===== config.mk =====
export PLATFORM = sky130hd
export DESIGN_NAME = cdt_top
export DESIGN_NICKNAME = d
export VERILOG_FILES = /design/src/rtl/cdt_pkg.sv /design/src/rtl/cdt_fsm.sv /design/src/rtl/cdt_count.sv /design/src/rtl/cdt_top.sv
export SDC_FILE = /design/constraint.sdc
export NUM_CORES = 1
export LEC_CHECK = 0
export ABC_AREA = 1
export BUFFER_PORTS_ARGS = -buffer_cell sky130_fd_sc_hd__buf_2
export CAP_MARGIN = 20
export CORE_MARGIN = 10
export CORE_UTILIZATION = 60
export DETAILED_ROUTE_END_ITERATION = 8
export PLACE_DENSITY = 0.84
export SYNTH_ARGS = -nofsm -noshare
export SYNTH_HDL_FRONTEND = slang
export SYNTH_SLANG_ARGS = --single-unit

===== constraint.sdc =====
create_clock -name clk -period 4.3 [get_ports clk]
set_clock_uncertainty 0.1 [all_clocks]
set_input_delay 0.645 -clock clk [delete_from_list [all_inputs] [get_ports clk]]
set_output_delay 0.645 -clock clk [all_outputs]
set_load 0.01 [all_outputs]

===== src/rtl/cdt_pkg.sv =====
package cdt_pkg;

    typedef enum logic [0:0] {
        ST_IDLE = 1'b0,
        ST_RUN  = 1'b1
    } cdt_state_t;

    typedef struct packed {
        logic load;
        logic clear;
        logic dec;
        logic reload;
        logic fire;
    } cdt_act_t;

endpackage


===== src/rtl/cdt_fsm.sv =====
module cdt_fsm
    import cdt_pkg::*;
(
    input  logic     clk,
    input  logic     rst_n,
    input  logic     wr_en,
    input  logic     wr_nz,
    input  logic     cnt_is_one,
    input  logic     reload_on,
    output logic     running,
    output cdt_act_t act
);

    cdt_state_t state_q, state_d;

    always_ff @(posedge clk) begin
        if (!rst_n) state_q <= ST_IDLE;
        else        state_q <= state_d;
    end

    always_comb begin
        state_d = state_q;
        act     = '0;
        unique case (state_q)
            ST_IDLE: begin
                if (wr_en && wr_nz) begin
                    act.load = 1'b1;      // START
                    state_d  = ST_RUN;
                end else if (wr_en) begin
                    act.clear = 1'b1;     // STOP
                end
            end
            ST_RUN: begin
                if (wr_en && wr_nz) begin
                    act.load = 1'b1;      // RESTART (also R10)
                end else if (wr_en) begin
                    act.clear = 1'b1;     // STOP
                    state_d   = ST_IDLE;
                end else if (cnt_is_one && reload_on) begin
                    act.reload = 1'b1;    // RELOAD
                    act.fire   = 1'b1;
                end else if (cnt_is_one) begin
                    act.dec  = 1'b1;      // EXPIRE
                    act.fire = 1'b1;
                    state_d  = ST_IDLE;
                end else begin
                    act.dec = 1'b1;
                end
            end
            default: state_d = ST_IDLE;
        endcase
    end

    assign running = (state_q == ST_RUN);

    a_r7_idle_no_fire: assert property (@(posedge clk) disable iff (!rst_n)
        !running |-> !act.fire);

    a_r4_stop_to_idle: assert property (@(posedge clk) disable iff (!rst_n)
        (wr_en && !wr_nz) |=> !running);

endmodule


===== src/rtl/cdt_count.sv =====
module cdt_count
    import cdt_pkg::*;
#(
    parameter int CNT_W    = 31,
    parameter bit WATCHDOG = 1'b0
) (
    input  logic             clk,
    input  logic             rst_n,
    input  cdt_act_t         act,
    input  logic [CNT_W-1:0] wr_cnt,
    input  logic             wr_flag,
    output logic [CNT_W-1:0] cnt,
    output logic             flag,
    output logic             cnt_is_one
);

    logic [CNT_W-1:0] cnt_q;
    logic [CNT_W-1:0] rld_q;
    logic             flag_q;

    always_ff @(posedge clk) begin
        if (!rst_n) begin
            cnt_q  <= '0;
            rld_q  <= '0;
            flag_q <= 1'b0;
        end else begin
            if (act.load) begin
                cnt_q  <= wr_cnt;
                rld_q  <= wr_cnt;
                flag_q <= wr_flag & ~WATCHDOG;
            end else if (act.clear) begin
                cnt_q  <= '0;
                flag_q <= 1'b0;
            end else if (act.reload) begin
                cnt_q <= rld_q;
            end else if (act.dec) begin
                cnt_q <= cnt_q - 1'b1;
            end
        end
    end

    assign cnt        = cnt_q;
    assign flag       = flag_q;
    assign cnt_is_one = (cnt_q == {{(CNT_W-1){1'b0}}, 1'b1});

    a_r1_load_value: assert property (@(posedge clk) disable iff (!rst_n)
        act.load |=> cnt_q == $past(wr_cnt));

    a_r2_step_down: assert property (@(posedge clk) disable iff (!rst_n)
        (act.dec && !act.load && !act.clear) |=> cnt_q == $past(cnt_q) - 1'b1);

    a_r7_hold_idle: assert property (@(posedge clk) disable iff (!rst_n)
        (act == '0) |=> $stable(cnt_q));

endmodule


===== src/rtl/cdt_top.sv =====
module cdt_top
    import cdt_pkg::*;
#(
    parameter int DATA_W   = 32,
    parameter bit WATCHDOG = 1'b0
) (
    input  logic              clk,
    input  logic              rst_n,
    input  logic              wr_en,
    input  logic [DATA_W-1:0] wr_data,
    output logic [DATA_W-1:0] rd_data,
    output logic              irq,
    output logic              reset_req
);

    localparam int CNT_W = DATA_W - 1;

    cdt_act_t         act;
    logic             running;
    logic             cnt_is_one;
    logic             flag;
    logic [CNT_W-1:0] cnt;
    logic             wr_nz;
    logic             fire_q;

    assign wr_nz = |wr_data[CNT_W-1:0];

    cdt_fsm u_fsm (
        .clk        (clk),
        .rst_n      (rst_n),
        .wr_en      (wr_en),
        .wr_nz      (wr_nz),
        .cnt_is_one (cnt_is_one),
        .reload_on  (flag),
        .running    (running),
        .act        (act)
    );

    cdt_count #(
        .CNT_W    (CNT_W),
        .WATCHDOG (WATCHDOG)
    ) u_count (
        .clk        (clk),
        .rst_n      (rst_n),
        .act        (act),
        .wr_cnt     (wr_data[CNT_W-1:0]),
        .wr_flag    (wr_data[DATA_W-1]),
        .cnt        (cnt),
        .flag       (flag),
        .cnt_is_one (cnt_is_one)
    );

    always_ff @(posedge clk) begin
        if (!rst_n) fire_q <= 1'b0;
        else        fire_q <= act.fire;
    end

    generate
        if (WATCHDOG) begin : g_wdog
            assign irq       = 1'b0;
            assign reset_req = fire_q;
            a_r9_wd_no_reload: assert property (@(posedge clk) disable iff (!rst_n)
                !rd_data[DATA_W-1]);
        end else begin : g_intr
            assign irq       = fire_q;
            assign reset_req = 1'b0;
        end
    endgenerate

    assign rd_data = {flag, cnt};

    a_r5_pulse_origin: assert property (@(posedge clk) disable iff (!rst_n)
        (irq || reset_req) |-> ($past(running) && $past(cnt_is_one) && !$past(wr_en)));

    a_r10_write_wins: assert property (@(posedge clk) disable iff (!rst_n)
        wr_en |=> !(irq || reset_req));

endmodule


== Word level (Yosys, flattened, before mapping) ==
Index checks and enable logic that the tools add are counted.
Word-level totals
  register bits: 65
  output and inout bits: 34
Operators by class
  add/sub/neg operators: 1
  equality and inequality tests: 1
  mux-type cells: 22
  bitwise gates (word level): 2
  reductions and logical operators: 6
Operators with widths (number)
  31-bit two-way mux: 4
  31-bit by 1-bit equality test with 1-bit output, second input constant: 1
  31-bit OR reduction: 1
  31-bit by 1-bit subtractor with 31-bit output, second input constant: 1
  1-bit two-way mux: 13
  3-bit two-way mux: 2
  4-bit two-way mux: 1
  2-bit one-hot mux with 2 select lines: 1
  4-bit nonzero test: 1
  4-bit OR reduction: 1
  1-bit logical AND: 2
  1-bit inverter: 2
  1-bit one-hot mux with 2 select lines: 1
  2-bit nonzero test: 1

== Logic depth before layout (Yosys ltp) ==
  word-level depth: 10
  gate-level depth with buffers: 11
  gate-level depth less buffers: 11

== By module ==
From an unflattened synthesis, not the netlist that was laid out.
Unflattened totals
  cells, all modules: 673
  area total of the unflattened synthesis: 3963.8 sq um
Modules (own cells, without submodules)
  cdt_count: instances 1, cells an instance 593, area an instance 3612.2 sq um, sequential area each 1261.2 sq um
  cdt_top: instances 1, cells an instance 62, area an instance 259.0 sq um, sequential area each 20.0 sq um
  cdt_fsm: instances 1, cells an instance 18, area an instance 92.6 sq um, sequential area each 20.0 sq um

== Least setup slack after synthesis ==
No wires, ideal clock.
  path kind: input to register
  from: input wr_en
  to: register u_count.cnt_q[12] (netlist: u_count.cnt[12])
  setup time: 0.119 ns
  arrival: 1.774 ns
  data required time: 4.081 ns
  setup slack: 2.306 ns
  stages: 10
  cells stage by stage: buf_2 > clkinv_2 > nand2_2 > nor2_4 > inv_1 > nor2_4 > buf_6 > nand2_1 > nand3_1 > a21oi_1
Between the ends
  word-level cells in the longest chain between the ends: 6
RTL lines
  from (decl): RTL line cdt_top.sv:9  | input logic wr_en,
  3-bit two-way mux or 1-bit logical AND (tied branches): RTL line cdt_fsm.sv:36, cdt_fsm.sv:26, cdt_fsm.sv:34
  4-bit two-way mux: RTL line cdt_fsm.sv:34  | if (wr_en && wr_nz) begin
  3-bit two-way mux: RTL line cdt_fsm.sv:24  | unique case (state_q)
  31-bit two-way mux: RTL line cdt_count.sv:34  | end else if (act.reload) begin
  31-bit two-way mux: RTL line cdt_count.sv:31  | end else if (act.clear) begin
  31-bit two-way mux: RTL line cdt_count.sv:27  | if (act.load) begin
  to (signal assigned): RTL line cdt_count.sv:28  | cnt_q <= wr_cnt;
  to (signal assigned): RTL line cdt_count.sv:35  | cnt_q <= rld_q;
  to (signal assigned): RTL line cdt_count.sv:37  | cnt_q <= cnt_q - 1'b1;
  to (decl): RTL line cdt_count.sv:17  | logic [CNT_W-1:0] cnt_q;
Parallel ways exist; a longest one is shown, timed or not. The select of a mux whose other input is x is not followed.
A chain may end at the register's enable or synchronous reset.

== Final worst setup path ==
  from: input wr_en
  to: register u_count.rld_q[24]
Between the ends
  word-level cells in the longest chain between the ends: 3
RTL lines
  1-bit logical AND: RTL line cdt_fsm.sv:26, cdt_fsm.sv:34
  1-bit two-way mux: RTL line cdt_fsm.sv:26, cdt_fsm.sv:34
  2-bit one-hot mux with 2 select lines: RTL line cdt_fsm.sv:24
  to (signal assigned): RTL line cdt_count.sv:29  | rld_q <= wr_cnt;
  to (decl): RTL line cdt_count.sv:18  | logic [CNT_W-1:0] rld_q;
Every way passes these cells. The select of a mux whose other input is x is not followed.

==> reports/results.tsv <==
metric	value	unit
fillers	644	
critical path depth	7	
total gr overflow	0	
Hold Worst Slack	365	ps
FF+latch area	1300	sq um
antenna cells	0	
Vias/cell	5.53	
worst r2r path cells	8	
Rows	30	
Worst-Margin Slew	1100	ps
Synth Warn #	0	
global-route wire length before repair	21.2	mm
Synth Register Bits	65	
largest net degree at the start of global routing	49	
Bufs and invs on worst path	4	
status	completed	
combinational power share	25.2	%
multi-input logic area	2360	sq um
Post-CTS Setup Bufs	0	
sequential power share	41.1	%
MaxCap Viol Count	0	
CTS tree	done	
largest cells by area after synthesis	dfxtp_1, nand2_1, inv_1, nor2_1, nand3_1	
Clock Latency Late Sink	370	ps
switch share	35.0	%
Placer Congestion	1.01	
post-synth top area cell	dfxtp_1	
HP Start	u_count.rld_q[12]	
Worst R2R End	u_count.cnt[13]	
Die Footprint	10700	sq um
crit path max-delay cell type	clkinv_2	
library cells used by synthesis	31	
Slew Limit Fails	0	
synthesized area	4180	sq um
first-pass iteration count of the detailed router	7	
Final Critical Period	2660	ps
CP Launch Type	input port	
PwrDens	362	nW/um^2
drt first-iter violations	578	
synthesized instance count	703	
area delta synth->final	13.4	%
Post-DP HPWL	9.83	mm
CTS Buf Count	9	
Reg clk slew, reported paths	80	ps
fin crit share	61.8	%
layout cells sized above 1	14.7	%
Global Route met3 Usage	4.32	%
DRC viols	0	
crit path cell chain	buf_2 > clkinv_2 > a21oi_2 > buf_4 > inv_1 > nand2_1 > a21oi_1	
met2 Use GR	37.8	%
final wirelength	13.4	mm
hold endpoint	u_count.rld_q[12]	
WP data arrival	2750	ps
CTS Root Cell	clkbuf_8	
CP max stage delay	490	ps
syn avg cell area	5.94	sq um
vias in the first global route	4357	
HP Class	flop to flop	
internal power	1.12	mW
hold depth	2	
leakage	2.32	nW
# resized after CTS	0	
sw power	0.600	mW
final-stage net count	793	
Synth Net Count	740	
clock network power share	33.7	%
r2r setup slk	1940	ps
Crit path max-delay family	buffers and inverters	
share of flip-flops with an asynchronous set or reset	0	%
antenna violations before repair	0	
H-tree levels	3	
Vias	4741	
final setup vio count	0	
Max Clk Rate	376	MHz
Required @ worst endpoint	4390	ps
Total Power	1.72	mW
Setup crit end kind	flop	
Setup TNS	0	ps
Worst Path Max Fanout	35	
Max clock buf depth	2	
Post-CTS Hold Fix Bufs	0	
RSZ-0062 raised after global routing	false	
number of synthesized flops with an enable pin	0	
post-synthesis sequential area ratio	31.1	%
Commonest cells post-synth	nand2_1, inv_1, nor2_1, dfxtp_1, nand3_1	
Final ANT Viol Nets	0	
die width	103	um
met1 Use GR	35.2	%
GRT Max-Usage Layer	met2	
Clock Sinks	65	
# IOs	69	
relative slew slack	26.6	%
core area	6790	sq um
Overall Global Routing Usage	25.1	%
r2r startpoint	u_count.cnt[0]	
Crit Path Category	input port to flop	
die height	103	um
port bufs	67	
Routed wire per std cell	15.6	um
Synth top area share	31.1	%
Initial Util	61.5	%
worst vdd ir	308	uV
most instantiated library cell after synthesis	nand2_1	
Final Hold Fails	0	
top_reg_cell synth	dfxtp_1	
-- per-stage QoR --
stage	area [sq um]	cells	worst slack, ps	utilization [%]
global route	4740	857	1510	69.7
detailed placement	4520	841	1370	66.5
finish	4740	857	1640	69.7
floorplan	4180	703	2310	-
global placement	4520	841	1420	66.5
CTS	4740	857	1720	69.7
-- how the worst max path moves through the flow --
stage	from	end	slack (ps)
final	wr_en	u_count.rld_q[24]	1640
after global routing	wr_en	u_count.rld_q[26]	1510
after global placement	wr_en	u_count.rld_q[23]	1420
after floorplan	wr_en	u_count.cnt[12]	2310
after CTS	wr_en	u_count.rld_q[24]	1720
after detailed placement	wr_en	u_count.rld_q[11]	1370
-- registers in the layout (all words and copies together), names as in the netlist --
register       count
u_count.cnt       31
u_fsm.running      1
u_count.flag       1
irq                1
u_count.rld_q     31
-- routing by layer --
metal	up-vias	wire length (um)
li1	2316	-
met1	2120	5770
met2	277	5800
met3	28	1530
met4	0	264
met5	-	0
-- placed cells by master (no fill, tap or decap), drive strengths merged, types with 9 or more instances in the layout --
cell | netlist | final
nand3 | 65 | 65
dfxtp | 65 | 65
inv | 98 | 98
a21oi | 60 | 60
clkbuf | 13 | 9
buf | 14 | 69
nand4 | 17 | 17
nor2 | 101 | 101
nand2 | 214 | 214
o21ai | 36 | 36
-- power groups by stage --
stage / Clock (mW) / Sequential (mW) / Combinational, mW
finish: 0.578 / 0.706 / 0.433
global route: 0.602 / 0.711 / 0.483
CTS: 0.576 / 0.702 / 0.427
detailed placement: 0 / 0.716 / 0.423
global placement: 0 / 0.714 / 0.415
floorplan: 0 / 0.711 / 0.288
-- kinds of logic after synthesis --
logic type	synth area share, %
simple gates	42.4
buf+inv	12.3
compound gates	11.7
flops	31.1
xor+xnor	1.68
fa+ha+maj	0.599
other cells	0.0898
-- final cells by class --
type	instances	area share, %
tap	96	2.53
inverter	99	7.87
timing repair buffer	69	7.66
sequential	65	27.5
clock inverter	7	2.01
clock buffer	9	2.61
multi-input combinational	512	49.9
-- tightest hold or removal path, cell delays in order, from the launching register on --
cell and delay (ps):
dfxtp_1 310, nand2_1 60, a21oi_1 50
Power figures use the tool's default switching activity.
